File: config.mk
export PLATFORM = sky130hd
export DESIGN_NAME = kflash_ctrl
export DESIGN_NICKNAME = d
export VERILOG_FILES = /design/src/rtl/kfc_pkg.sv /design/src/rtl/kfc_keyseq.sv /design/src/rtl/kfc_array.sv /design/src/rtl/kfc_ctrl.sv /design/src/rtl/kflash_ctrl.sv
export SDC_FILE = /design/constraint.sdc
export NUM_CORES = 2
export LEC_CHECK = 0
export BUFFER_PORTS_ARGS = -buffer_cell sky130_fd_sc_hd__buf_4
export CAP_MARGIN = 20
export CORE_MARGIN = 5
export CORE_UTILIZATION = 45
export CTS_BUF_LIST = sky130_fd_sc_hd__clkbuf_4
export CTS_CLUSTER_DIAMETER = 100
export CTS_CLUSTER_SIZE = 30
export DETAILED_ROUTE_END_ITERATION = 6
export SLEW_MARGIN = 20
export SYNTH_ARGS = -nofsm -noshare
export SYNTH_HDL_FRONTEND = slang
export SYNTH_SLANG_ARGS = --single-unit
export TNS_END_PERCENT = 20
File: constraint.sdc
create_clock -name clk -period 2.4 [get_ports clk]
set_input_delay 0.24 -clock clk [delete_from_list [all_inputs] [get_ports clk]]
set_output_delay 0.24 -clock clk [all_outputs]
set_load 0.005 [all_outputs]
File: src/rtl/kfc_pkg.sv
package kfc_pkg;

  localparam logic [31:0] KEY_FIRST  = 32'h45670123;
  localparam logic [31:0] KEY_SECOND = 32'hCDEF89AB;

  // register byte offsets inside the register window
  localparam int OFS_KEY     = 0;
  localparam int OFS_OPTKEY  = 4;
  localparam int OFS_STATUS  = 8;
  localparam int OFS_CONTROL = 12;
  localparam int OFS_ADDR    = 16;
  localparam int OFS_WPROT   = 20;

  // control bits
  localparam int CB_PROG     = 0;
  localparam int CB_PAGE     = 1;
  localparam int CB_MASS     = 2;
  localparam int CB_OPTPROG  = 4;
  localparam int CB_OPTERASE = 5;
  localparam int CB_START    = 6;
  localparam int CB_LOCK     = 7;
  localparam int CB_OPTWEN   = 9;

  // status bits
  localparam int SB_BUSY  = 0;
  localparam int SB_PGERR = 2;
  localparam int SB_WPERR = 4;
  localparam int SB_DONE  = 5;

  typedef enum logic [1:0] {KEY_IDLE, KEY_HALF, KEY_OPEN, KEY_DEAD} keyState_t;
  typedef enum logic [1:0] {OP_NONE, OP_PROG, OP_PAGE, OP_MASS} opKind_t;

  // strobes from the sequencer to the array datapath
  typedef struct packed {
    logic doProg;
    logic doPage;
    logic doMass;
  } flashStrobe_t;

endpackage

File: src/rtl/kfc_keyseq.sv
module kfc_keyseq
  import kfc_pkg::*;
(
  input  logic        clk,
  input  logic        rstN,
  input  logic        keyWr,
  input  logic        enable,
  input  logic        relock,
  input  logic [31:0] keyData,
  output logic        isOpen
);

  keyState_t state;

  always_ff @(posedge clk or negedge rstN) begin
    if (!rstN) begin
      state <= KEY_IDLE;
    end else if (relock) begin
      if (state != KEY_DEAD) state <= KEY_IDLE;
    end else if (keyWr && enable) begin
      case (state)
        KEY_IDLE: state <= (keyData == KEY_FIRST)  ? KEY_HALF : KEY_DEAD;
        KEY_HALF: state <= (keyData == KEY_SECOND) ? KEY_OPEN : KEY_DEAD;
        default:  state <= state;
      endcase
    end
  end

  assign isOpen = (state == KEY_OPEN);

  // a wrong key is final until reset
  assert_dead_sticky_R3: assert property (@(posedge clk) disable iff (!rstN)
    (state == KEY_DEAD) |=> (state == KEY_DEAD));

  // opening always passes through the half-way step
  assert_open_after_half_R2: assert property (@(posedge clk) disable iff (!rstN)
    $rose(isOpen) |-> ($past(state) == KEY_HALF));

endmodule

File: src/rtl/kfc_array.sv
module kfc_array
  import kfc_pkg::*;
#(
  parameter int NUM_PAGES = 16,
  parameter int PAGE_HW   = 8,
  localparam int HW_TOTAL   = NUM_PAGES * PAGE_HW,
  localparam int HW_AW      = $clog2(HW_TOTAL),
  localparam int PAGE_SHIFT = $clog2(PAGE_HW),
  localparam int PAGE_AW    = HW_AW - PAGE_SHIFT
)(
  input  logic             clk,
  input  logic             rstN,
  input  flashStrobe_t     strobe,
  input  logic [HW_AW-1:0] opHwIdx,
  input  logic [15:0]      opData,
  input  logic [HW_AW-1:0] rdIdx,
  output logic [15:0]      rdData
);

  logic [15:0] cellView [HW_TOTAL];
  logic [PAGE_AW-1:0] opPage;

  assign opPage = opHwIdx[HW_AW-1:PAGE_SHIFT];

  for (genvar i = 0; i < HW_TOTAL; i++) begin : g_cell
    logic [15:0] val;
    logic        hitPage;
    logic        hitCell;
    assign hitPage = strobe.doPage && (opPage == PAGE_AW'(i / PAGE_HW));
    assign hitCell = strobe.doProg && (opHwIdx == HW_AW'(i));
    always_ff @(posedge clk or negedge rstN) begin
      if (!rstN)                         val <= 16'hFFFF;
      else if (strobe.doMass || hitPage) val <= 16'hFFFF;
      else if (hitCell)                  val <= opData;
    end
    assign cellView[i] = val;
  end

  assign rdData = cellView[rdIdx];

  assert_one_strobe_R6: assert property (@(posedge clk) disable iff (!rstN)
    $onehot0({strobe.doProg, strobe.doPage, strobe.doMass}));

  // the sequencer only programs a cell that is erased
  assert_prog_erased_R10: assert property (@(posedge clk) disable iff (!rstN)
    strobe.doProg |-> (cellView[opHwIdx] == 16'hFFFF));

  assert_mass_clears_R8: assert property (@(posedge clk) disable iff (!rstN)
    strobe.doMass |=> ((cellView[0] == 16'hFFFF) && (cellView[HW_TOTAL-1] == 16'hFFFF)));

endmodule

File: src/rtl/kfc_ctrl.sv
module kfc_ctrl
  import kfc_pkg::*;
#(
  parameter int NUM_PAGES       = 16,
  parameter int PAGE_HW         = 8,
  parameter int PAGES_PER_GROUP = 4,
  parameter int BUSY_CYCLES     = 4,
  localparam int HW_TOTAL    = NUM_PAGES * PAGE_HW,
  localparam int HW_AW       = $clog2(HW_TOTAL),
  localparam int ARRAY_AW    = HW_AW + 1,
  localparam int BUS_AW      = ARRAY_AW + 1,
  localparam int PAGE_SHIFT  = $clog2(PAGE_HW),
  localparam int GROUP_SHIFT = $clog2(PAGES_PER_GROUP),
  localparam int NUM_GROUPS  = NUM_PAGES / PAGES_PER_GROUP,
  localparam int GROUP_AW    = HW_AW - PAGE_SHIFT - GROUP_SHIFT,
  localparam int CNT_W       = $clog2(BUSY_CYCLES + 1)
)(
  input  logic              clk,
  input  logic              rstN,
  input  logic              busWr,
  input  logic [BUS_AW-1:0] busAddr,
  input  logic [31:0]       busWdata,
  input  logic [15:0]       cellValue,
  output flashStrobe_t      strobe,
  output logic [HW_AW-1:0]  opHwIdx,
  output logic [15:0]       opData,
  output logic [31:0]       regRdata
);

  // ---------------- decode ----------------
  logic                arrSel;
  logic [ARRAY_AW-1:0] regOfs;
  logic wrKey, wrOptKey, wrStatus, wrCtl, wrAddr, wrWprot, wrArr;

  assign arrSel   = busAddr[BUS_AW-1];
  assign regOfs   = busAddr[ARRAY_AW-1:0];
  assign wrKey    = busWr && !arrSel && (regOfs == ARRAY_AW'(OFS_KEY));
  assign wrOptKey = busWr && !arrSel && (regOfs == ARRAY_AW'(OFS_OPTKEY));
  assign wrStatus = busWr && !arrSel && (regOfs == ARRAY_AW'(OFS_STATUS));
  assign wrCtl    = busWr && !arrSel && (regOfs == ARRAY_AW'(OFS_CONTROL));
  assign wrAddr   = busWr && !arrSel && (regOfs == ARRAY_AW'(OFS_ADDR));
  assign wrWprot  = busWr && !arrSel && (regOfs == ARRAY_AW'(OFS_WPROT));
  assign wrArr    = busWr && arrSel;

  // ---------------- key sequencers ----------------
  logic [1:0] keyWrV, enV, relockV, openV;
  logic mainOpen, optOpen, mainRelock;
  logic busy;

  assign mainOpen = openV[0];
  assign optOpen  = openV[1];
  assign keyWrV   = {wrOptKey, wrKey};
  assign enV      = {mainOpen, 1'b1};
  assign relockV  = {mainRelock, mainRelock};

  for (genvar k = 0; k < 2; k++) begin : g_key
    kfc_keyseq u_key (
      .clk     (clk),
      .rstN    (rstN),
      .keyWr   (keyWrV[k]),
      .enable  (enV[k]),
      .relock  (relockV[k]),
      .keyData (busWdata),
      .isOpen  (openV[k])
    );
  end

  // ---------------- registers ----------------
  logic                  progEn, pageEn, massEn, optProgEn, optEraseEn;
  logic [ARRAY_AW-1:0]   addrReg;
  logic [NUM_GROUPS-1:0] wprot;
  logic [CNT_W-1:0]      busyCnt;
  opKind_t               opKind;
  logic                  pendPg, pendWp;
  logic                  pgErr, wpErr, opDone;
  logic                  ctlWrOk;

  assign ctlWrOk    = wrCtl && mainOpen && !busy;
  assign mainRelock = ctlWrOk && busWdata[CB_LOCK];

  function automatic logic [GROUP_AW-1:0] groupOf(input logic [HW_AW-1:0] hw);
    return hw[HW_AW-1 -: GROUP_AW];
  endfunction

  logic [HW_AW-1:0] busHw, addrHw;
  logic launchProg, launchPage, launchMass;
  logic progGuard, pageGuard, massGuard, progBad;

  assign busHw  = busAddr[ARRAY_AW-1:1];
  assign addrHw = addrReg[ARRAY_AW-1:1];

  assign launchProg = wrArr && mainOpen && progEn && !busy;
  assign launchPage = ctlWrOk && !busWdata[CB_LOCK] && busWdata[CB_START]
                      && busWdata[CB_PAGE] && !busWdata[CB_MASS];
  assign launchMass = ctlWrOk && !busWdata[CB_LOCK] && busWdata[CB_START]
                      && busWdata[CB_MASS];

  assign progGuard = wprot[groupOf(busHw)];
  assign pageGuard = wprot[groupOf(addrHw)];
  assign massGuard = &wprot;
  assign progBad   = busAddr[0] || (cellValue != 16'hFFFF);

  logic complete, clean;
  assign complete = busy && (busyCnt == CNT_W'(1));
  assign clean    = !pendPg && !pendWp;

  always_ff @(posedge clk or negedge rstN) begin
    if (!rstN) begin
      progEn     <= 1'b0;
      pageEn     <= 1'b0;
      massEn     <= 1'b0;
      optProgEn  <= 1'b0;
      optEraseEn <= 1'b0;
    end else if (mainRelock) begin
      progEn     <= 1'b0;
      pageEn     <= 1'b0;
      massEn     <= 1'b0;
      optProgEn  <= 1'b0;
      optEraseEn <= 1'b0;
    end else if (ctlWrOk) begin
      progEn     <= busWdata[CB_PROG];
      pageEn     <= busWdata[CB_PAGE];
      massEn     <= busWdata[CB_MASS];
      optProgEn  <= busWdata[CB_OPTPROG];
      optEraseEn <= busWdata[CB_OPTERASE];
    end
  end

  always_ff @(posedge clk or negedge rstN) begin
    if (!rstN) begin
      addrReg <= '0;
      wprot   <= '1;
    end else begin
      if (wrAddr && !busy)            addrReg <= busWdata[ARRAY_AW-1:0];
      if (wrWprot && optOpen && !busy) wprot  <= busWdata[NUM_GROUPS-1:0];
    end
  end

  // operation sequencer
  always_ff @(posedge clk or negedge rstN) begin
    if (!rstN) begin
      busy    <= 1'b0;
      busyCnt <= '0;
      opKind  <= OP_NONE;
      pendPg  <= 1'b0;
      pendWp  <= 1'b0;
      opHwIdx <= '0;
      opData  <= '0;
    end else if (launchProg) begin
      busy    <= 1'b1;
      busyCnt <= CNT_W'(BUSY_CYCLES);
      opKind  <= OP_PROG;
      opHwIdx <= busHw;
      opData  <= busWdata[15:0];
      pendWp  <= !progGuard;
      pendPg  <= progGuard && progBad;
    end else if (launchPage) begin
      busy    <= 1'b1;
      busyCnt <= CNT_W'(BUSY_CYCLES);
      opKind  <= OP_PAGE;
      opHwIdx <= addrHw;
      pendWp  <= !pageGuard;
      pendPg  <= 1'b0;
    end else if (launchMass) begin
      busy    <= 1'b1;
      busyCnt <= CNT_W'(BUSY_CYCLES);
      opKind  <= OP_MASS;
      pendWp  <= !massGuard;
      pendPg  <= 1'b0;
    end else if (busy) begin
      if (complete) begin
        busy   <= 1'b0;
        opKind <= OP_NONE;
      end
      busyCnt <= busyCnt - CNT_W'(1);
    end
  end

  // status flags: completion set wins over a same-cycle clear
  always_ff @(posedge clk or negedge rstN) begin
    if (!rstN) begin
      pgErr  <= 1'b0;
      wpErr  <= 1'b0;
      opDone <= 1'b0;
    end else begin
      pgErr  <= (pgErr  && !(wrStatus && busWdata[SB_PGERR])) || (complete && pendPg);
      wpErr  <= (wpErr  && !(wrStatus && busWdata[SB_WPERR])) || (complete && pendWp);
      opDone <= (opDone && !(wrStatus && busWdata[SB_DONE]))  || (complete && clean);
    end
  end

  assign strobe.doProg = complete && clean && (opKind == OP_PROG);
  assign strobe.doPage = complete && clean && (opKind == OP_PAGE);
  assign strobe.doMass = complete && clean && (opKind == OP_MASS);

  // ---------------- read mux ----------------
  always_comb begin
    regRdata = '0;
    case (regOfs)
      ARRAY_AW'(OFS_STATUS): begin
        regRdata[SB_BUSY]  = busy;
        regRdata[SB_PGERR] = pgErr;
        regRdata[SB_WPERR] = wpErr;
        regRdata[SB_DONE]  = opDone;
      end
      ARRAY_AW'(OFS_CONTROL): begin
        regRdata[CB_PROG]     = progEn;
        regRdata[CB_PAGE]     = pageEn;
        regRdata[CB_MASS]     = massEn;
        regRdata[CB_OPTPROG]  = optProgEn;
        regRdata[CB_OPTERASE] = optEraseEn;
        regRdata[CB_LOCK]     = !mainOpen;
        regRdata[CB_OPTWEN]   = optOpen;
      end
      ARRAY_AW'(OFS_ADDR):  regRdata[ARRAY_AW-1:0]   = addrReg;
      ARRAY_AW'(OFS_WPROT): regRdata[NUM_GROUPS-1:0] = wprot;
      default: regRdata = '0;
    endcase
  end

  // ---------------- assertions ----------------
  logic [4:0] ctlBits;
  assign ctlBits = {progEn, pageEn, massEn, optProgEn, optEraseEn};

  assert_locked_ignore_R2: assert property (@(posedge clk) disable iff (!rstN)
    (wrCtl && !mainOpen) |=> $stable(ctlBits));

  assert_busy_wprot_R12: assert property (@(posedge clk) disable iff (!rstN)
    (busy && wrWprot) |=> $stable(wprot));

  assert_done_on_fall_R6: assert property (@(posedge clk) disable iff (!rstN)
    $rose(opDone) |-> $fell(busy));

  assert_wp_blocks_R9: assert property (@(posedge clk) disable iff (!rstN)
    (strobe.doProg || strobe.doPage) |-> wprot[groupOf(opHwIdx)]);

endmodule

File: src/rtl/kflash_ctrl.sv
module kflash_ctrl
  import kfc_pkg::*;
#(
  parameter int NUM_PAGES       = 16,
  parameter int PAGE_HW         = 8,
  parameter int PAGES_PER_GROUP = 4,
  parameter int BUSY_CYCLES     = 4,
  localparam int HW_AW    = $clog2(NUM_PAGES * PAGE_HW),
  localparam int ARRAY_AW = HW_AW + 1,
  localparam int BUS_AW   = ARRAY_AW + 1
)(
  input  logic              clk,
  input  logic              rstN,
  input  logic              busWr,
  input  logic              busRd,
  input  logic [BUS_AW-1:0] busAddr,
  input  logic [31:0]       busWdata,
  output logic [31:0]       busRdata
);

  flashStrobe_t     strobe;
  logic [HW_AW-1:0] opHwIdx;
  logic [15:0]      opData;
  logic [15:0]      cellValue;
  logic [31:0]      regRdata;

  kfc_ctrl #(
    .NUM_PAGES       (NUM_PAGES),
    .PAGE_HW         (PAGE_HW),
    .PAGES_PER_GROUP (PAGES_PER_GROUP),
    .BUSY_CYCLES     (BUSY_CYCLES)
  ) u_ctrl (
    .clk       (clk),
    .rstN      (rstN),
    .busWr     (busWr),
    .busAddr   (busAddr),
    .busWdata  (busWdata),
    .cellValue (cellValue),
    .strobe    (strobe),
    .opHwIdx   (opHwIdx),
    .opData    (opData),
    .regRdata  (regRdata)
  );

  kfc_array #(
    .NUM_PAGES (NUM_PAGES),
    .PAGE_HW   (PAGE_HW)
  ) u_array (
    .clk     (clk),
    .rstN    (rstN),
    .strobe  (strobe),
    .opHwIdx (opHwIdx),
    .opData  (opData),
    .rdIdx   (busAddr[ARRAY_AW-1:1]),
    .rdData  (cellValue)
  );

  assign busRdata = !busRd             ? 32'h0 :
                    busAddr[BUS_AW-1]  ? {16'h0, cellValue} : regRdata;

endmodule

# == After elaboration in Yosys (flattened, before gate mapping) ==
# Index checks and enable logic that the tools add are counted.
# classes
n_addsub,1
n_lt_le_gt_ge,3
eq_ne,162
muxes,315
n_bitwise,1
reduce_logical,361
# op_table
operator,count
16-bit 2-to-1 mux,260
7-bit equality test (second input constant),64
2-bit nonzero test,132
7-bit by 6-bit equality test with 1-bit output (second input constant),32
1-bit logical AND,182
16-bit binary-select mux with 7-bit select,1
7-bit by 5-bit equality test with 1-bit output (second input constant),16
7-bit by 4-bit equality test with 1-bit output (second input constant),8
32-bit by 31-bit equality test with 1-bit output (second input constant),1
32-bit equality test (second input constant),1
4-bit equality test (second input constant),8
7-bit by 3-bit equality test with 1-bit output (second input constant),4
1-bit 2-to-1 mux,26
2-bit 2-to-1 mux,12
1-bit logical OR,20
4-bit by 3-bit equality test with 1-bit output (second input constant),4
8-bit by 4-bit equality test with 1-bit output (second input constant),2
8-bit by 5-bit equality test with 1-bit output (second input constant),2
16-bit != test (second input constant),1
7-bit by 2-bit equality test with 1-bit output (second input constant),2
7-bit 2-to-1 mux,2
1-bit zero test,13
3-bit 2-to-1 mux,4
3-bit nonzero test,3
27 further kinds,43
# totals
reg_bits,2103
output_inout_bits,32

# == Depth between registers and ports, before layout ==
# logic_depth
ltp_word,11
mapped_depth,14
depth_no_buf,10

# == Modules after synthesis ==
# A second synthesis with hierarchy kept.
# unflattened
hier_cells,10614
area_unflattened_um2,104036.0
# modules_own_cells
mod,instances,cells_each,area_per_inst_um2,seq_area_each_um2
kfc_array,1,10221,100492.6,53811.6
kfc_ctrl,1,284,2692.6,1281.2
kfc_keyseq,2,28,215.2,50.0
kflash_ctrl,1,53,420.4,0.0

# == Worst setup path after synthesis ==
# OpenSTA, ideal clock, no wires.
# synth_timing
path_type,input port to output port
from,input busAddr[1]
to,output busRdata[5]
arrival_ns,2.327
slack_ns,-0.167
stages,10
n_path_buf,4
path_cell_list,buf_4 -> buf_4 -> buf_4 -> buf_4 -> mux2_2 -> a221oi_1 -> o21ai_0 -> a31oi_1 -> nand4_1 -> a32o_1
# synth_via
elab_chain_len,6
# synth_rtl
element,line,rtl
start: declaration,kflash_ctrl.sv:16,"input logic [BUS_AW-1:0] busAddr,"
7-bit inverter with 8-bit output (not written as such),kfc_array.sv:39,assign rdData = cellView[rdIdx];
16-bit binary-select mux with 7-bit select,kfc_array.sv:39,
16-bit 2-to-1 mux (not written as such) (2 in series),kfc_array.sv:39,
16-bit 2-to-1 mux *,kflash_ctrl.sv:59,"busAddr[BUS_AW-1] ? {16'h0, cellValue} : regRdata;"
16-bit 2-to-1 mux *,kflash_ctrl.sv:58,assign busRdata = !busRd ? 32'h0 :
end: declaration,kflash_ctrl.sv:18,output logic [31:0] busRdata
# Mark *: on every way between the ends. The rest lies on a longest branch, timed or not. The select of a mux whose other input is x is not followed.

# == Final worst setup path ==
# layout_timing
from,register u_array.g_cell[97].val[4]
to,output busRdata[4]
# layout_via
elab_chain_len,5
# layout_rtl
element,line,rtl
start: declaration,kfc_array.sv:26,logic [15:0] val;
start signal: assignment,kfc_array.sv:34,else if (hitCell) val <= opData;
16-bit binary-select mux with 7-bit select,kfc_array.sv:39,
16-bit 2-to-1 mux (not written as such) (2 in series),kfc_array.sv:39,
16-bit 2-to-1 mux,kflash_ctrl.sv:59,
16-bit 2-to-1 mux,kflash_ctrl.sv:58,
# Every way passes these cells. The select of a mux whose other input is x is not followed.

==> metrics.sh <==
RUN_STATUS='finished with violations'
VIOLATIONS_IN_THE_FINAL_REPORTS='negative setup slack'
FINALWEIGHTEDCONGESTION=1.04
FINALNETCOUNT=11900
CTS.SINKS=2103
YOSYS-TOP-CELLS-COUNT='4486 x sky130_fd_sc_hd__nand2_1, 2128 x sky130_fd_sc_hd__nand3_1, 2052 x sky130_fd_sc_hd__dfstp_2'
FIN_SETUP_TNS_PS=-413010
NUMBER_OF_NETS_WITH_ANTENNA_VIOLATIONS_AFTER_ROUTING=0
TIMING.FINAL.CRIT_PERIOD_PS=4370
LEAKAGE_nW=57.0
CTS_INSERTED_BUFFERS=94
MAX_STAGE_DELAY_PS=450
SYNTH_CELL_TYPES=79
DRT_ITER0_DRC=13000
GRT.OVERFLOW.TOTAL=0
WORSTSETUPPATHDEPTH=10
ROUTE.DETAILED.DRC=0
POWER_PER_CELL_AREA_mW_PER_MM2=450
FIN_SKEW_PS=119
FINALINSTANCEAREA_MM2=0.127
SYNTH.YOSYS.WARNINGS=0
FIN_CELLS=14900
TIMING.CRITICAL_PATH.FANOUT_MAX=2
SYNTH.YOSYS.SEQ_AREA_SHARE=0.531
PLACE.DETAILED.HPWL_MM=300
WL_PER_CELL_UM=30.3
SYNTH_SEQ_CELLS=2103
PORTBUFFERS=60
CRITICAL_PATH.ENDPOINT_TYPE='primary output'
SYNTH_CELLS=11200
CRIT_ARRIVAL_PS=4130
ROWS=176
TIMING.CRITICAL_PATH.FROM_TYPE='flip-flop'
CELL_COUNT_OF_THE_WORST_REG_TO_REG_PATH=16
POST-ROUTE-WORST-SETUP-SLACK_PS=-1970
MUXSHAREOFSYNTHAREA=0.113
DIE_HEIGHT_UM=491
DP_CELLS=14600
AVGVIACOUNTPERCELL=6.30
FIRST_GLOBAL_VIAS=90900
RSZ0062_AT_GRT='yes'
FINALHOLDVIOLCOUNT=0
SYNTHDOMINANTCELLAREASHARE=0.519
SYNTH_FA_HA_AREA_FRAC=0.000241
DIE_W_UM=491
SYNTH_ENABLE_FLOP_CELLS=0
CTS.HTREE.LEVELS=3
VDD_DROP_MAX_mV=0.507
GRT_USE_TOTAL=0.362
CRITICAL_PATH.CELL_CHAIN='mux4_2 > mux2i_1 > o211ai_1 > buf_4 > o211ai_1 > buf_4 > nand4_1 > buf_4 > a32o_1 > buf_4'
SYNTH.AREA.TOP_CELLS='sky130_fd_sc_hd__dfstp_2 52%, sky130_fd_sc_hd__nand2_1 16%, sky130_fd_sc_hd__nand3_1 10%'
DETAILEDROUTE.FIRSTPASSITERATIONCOUNT=7
R2R_SETUP_SLACK_PS=-370
FINAL.PERIOD_UTILIZATION=1.82
POST_SYNTH_XOR_AREA_FRACTION=0.0000843
FIN_UTIL=0.553
SYNTH_MOST_COMMON_CELL='sky130_fd_sc_hd__nand2_1'
CLOCK.FMAX_MHz=229
FP.DIEAREA_MM2=0.241
FINALPOWER_W=0.0573
PIN_COUNT_OF_THE_BIGGEST_NET_ENTERING_GLOBAL_ROUTING=116
DOMINANT_COMBINATIONAL_CELL_FAMILY_BY_AREA_AFTER_SYNTHESIS='simple AND/OR/NAND/NOR gates'
CLOCK_LATENCY_PS=1390
SYNTH_COMPOUND_GATE_AREA_SHARE=0.0313
TIMING.SETUP.CRITICAL_PATH_CLASS='reg2out'
WORSTPATHREQUIRED_PS=2160
CTS_ROOT_BUF='sky130_fd_sc_hd__clkbuf_4'
GRT_PASS1_WL_MM=650
FLOORPLAN.INITIALDENSITY=0.452
SYNTH-SIMPLE-AREA-SHARE=0.283
HOLD_PATH_CLASS='in2reg'
MAXCAPVIOLATIONS=0
CLKSLEWWORSTSETUPHOLDPATHS_PS=330
CRITICAL_PATH.MOST_COMMON_CELL='sky130_fd_sc_hd__buf_4'
PIN_COUNT=77
CLOCK_TREE.BUFFER_DEPTH=3
SYNTHESIS.AREA_MM2=0.104
POST_SYNTH.CELL_AREA_AVG_UM2=9.27
FINAL-MAX-SLEW-VIOLATION-COUNT=0
SYN2LAYOUT_AREA_GROWTH_PCT=22.4
WORST_HOLD_PATH_CELL_COUNT=9
CLOCK_TREE_FROM_TRITONCTS='yes'
NETLIST.TOP_CELL.BY_AREA='sky130_fd_sc_hd__dfstp_2'
ANTENNA_VIOLATIONS_BEFORE_REPAIR=23
WORST-PATH-BUF-INV=4
WORST_PATH_MAX_DELAY_CELL='sky130_fd_sc_hd__dfstp_2'
POSTSYNTH.TOPFLOPCELL='sky130_fd_sc_hd__dfstp_2'
WORSTMARGINPINSLEW_PS=972
SYNTHARSTFLOPSHARE=1.00
DETAILROUTE.VIA_COUNT=94100
WORST_MAX_SLEW_MARGIN_EXPRESSED_RELATIVE_TO_THE_LIMIT=0.352
COREAREA_MM2=0.230
POST_DP_CELL_AREA_MM2=0.119
CRIT_FAMILY='buffers and inverters'
SETUP-VIOLATIONS-FINAL=2069
PROPORTION_OF_LAYOUT_CELLS_WITH_A_DRIVE_SUFFIX_ABOVE_1=0.401
WIRELENGTH_MM=452
[layer usage]
layer,vias up,wire (um),global-route usage
li1,38900,-,-
met1,47800,172000,0.483
met2,6172,195000,0.527
met3,1205,55300,0.113
met4,10,30200,0.200
met5,-,58,0
[through the flow]
stage               hold WS (ps)  setup slack, ps
finish                      15.4            -1970
global route               -9.43            -2120
CTS                         -121            -2050
detailed placement           457            -1570
global placement             449            -1580
floorplan                  -55.6            -94.9
[layout by cell type, fill, tap and decap left out, drive strengths merged, types with 9 or more instances in the layout]
| cell | synthesis | routed |
|---|---|---|
| a211oi | 13 | 13 |
| a21o | 9 | 9 |
| a21oi | 56 | 56 |
| a221oi | 78 | 78 |
| a22o | 9 | 9 |
| a22oi | 79 | 79 |
| a31oi | 20 | 20 |
| a32o | 10 | 10 |
| and2 | 14 | 14 |
| and3 | 13 | 13 |
| buf | 178 | 1386 |
| clkbuf | 806 | 116 |
| clkinv | 3 | 24 |
| conb | 1 | 16 |
| dfrtp | 51 | 51 |
| dfstp | 2052 | 2052 |
| diode | 0 | 23 |
| dlygate4sd3 | 0 | 80 |
| inv | 12 | 40 |
| mux2 | 49 | 49 |
| mux2i | 205 | 205 |
| mux4 | 406 | 406 |
| nand2 | 4486 | 4486 |
| nand2b | 25 | 25 |
| nand3 | 2129 | 2129 |
| nand3b | 11 | 11 |
| nand4 | 13 | 13 |
| nor2 | 214 | 214 |
| nor2b | 30 | 30 |
| nor3 | 21 | 21 |
| nor4 | 9 | 9 |
| o211ai | 12 | 12 |
| o21ai | 53 | 53 |
| o221ai | 18 | 18 |
| o22ai | 28 | 28 |
[tightest hold or removal path, cell delays in order]
cell and delay, ps:
sky130_fd_sc_hd__buf_4 170, sky130_fd_sc_hd__buf_12 170, sky130_fd_sc_hd__buf_12 150, sky130_fd_sc_hd__nor2_1 90
sky130_fd_sc_hd__a311oi_1 90, sky130_fd_sc_hd__buf_4 160, sky130_fd_sc_hd__o211ai_1 100, sky130_fd_sc_hd__nor4_2 50
sky130_fd_sc_hd__a31oi_1 160
[power by group]
part	internal, W	switching, W	total [W]	leakage, nW
clock network	0.00299	0.0123	0.0153	0.795
logic	0.00201	0.00395	0.00596	34.5
registers	0.0358	0.000220	0.0360	21.8
[logic make-up (layout without fill, tap and decap cells)]
kind of cell	count (synthesis)	in the layout
AO/OA/AOI/OAI	445	445
adder cells (fa/ha/maj)	2	2
XOR/XNOR	1	1
flip-flops	2103	2103
AND/OR/NAND/NOR	7000	7000
buffers and inverters	999	1654
multiplexers	660	660
other	1	39
[area by class of cell]
class / instances / area [um^2]
Sequential cell: 2103 / 55300
Timing Repair Buffer: 1485 / 17700
Antenna cell: 23 / 57.6
Tap cell: 3026 / 3790
Fill cell: 19900 / 103000
Clock buffer: 99 / 743
Clock inverter: 55 / 702
Multi-Input combinational cell: 8124 / 48800
Inverter: 15 / 60.1
[registers in the layout, summed over array words and instances (netlist names)]
name / flops
u_ctrl.pageEn: 1
u_ctrl.optProgEn: 1
u_ctrl.progEn: 1
u_ctrl.opKind: 2
u_ctrl.pendWp: 1
u_ctrl.wpErr: 1
u_ctrl.pgErr: 1
u_ctrl.busyCnt: 3
u_ctrl.opDone: 1
u_ctrl.massEn: 1
u_ctrl.busy: 1
u_array.g_cell.val: 2048
u_ctrl.opHwIdx: 7
u_ctrl.g_key.u_key.state: 4
u_ctrl.optEraseEn: 1
u_ctrl.opData: 16
u_ctrl.wprot: 4
u_ctrl.addrReg: 8
u_ctrl.pendPg: 1
[worst paths after layout]
path | startpoint | endpoint
min | busAddr[6] | u_ctrl.pendPg$_DFFE_PN0P_
max | u_array.g_cell[97].val[4]$_DFFE_PN1P_ | busRdata[4]
max reg2reg | u_ctrl.busyCnt[1]$_DFFE_PN0P_ | u_array.g_cell[64].val[12]$_DFFE_PN1P_
min reg2reg | u_array.g_cell[70].val[6]$_DFFE_PN1P_ | u_array.g_cell[70].val[6]$_DFFE_PN1P_
min in group asynchronous | rstN | u_array.g_cell[81].val[0]$_DFFE_PN1P_
max in group asynchronous | rstN | u_array.g_cell[102].val[5]$_DFFE_PN1P_
[timing repair]
action | CTS | global route
gates resized for setup | 628 | 471
cloned | 16 | 18
hold buffers | 81 | 0
pin swaps | 237 | 202
setup endpoints to repair | 2053 | 2089
setup buffers | 25 | 20
endpoints found under the hold margin | 2158 | 0
Power figures use the tool's default switching activity.
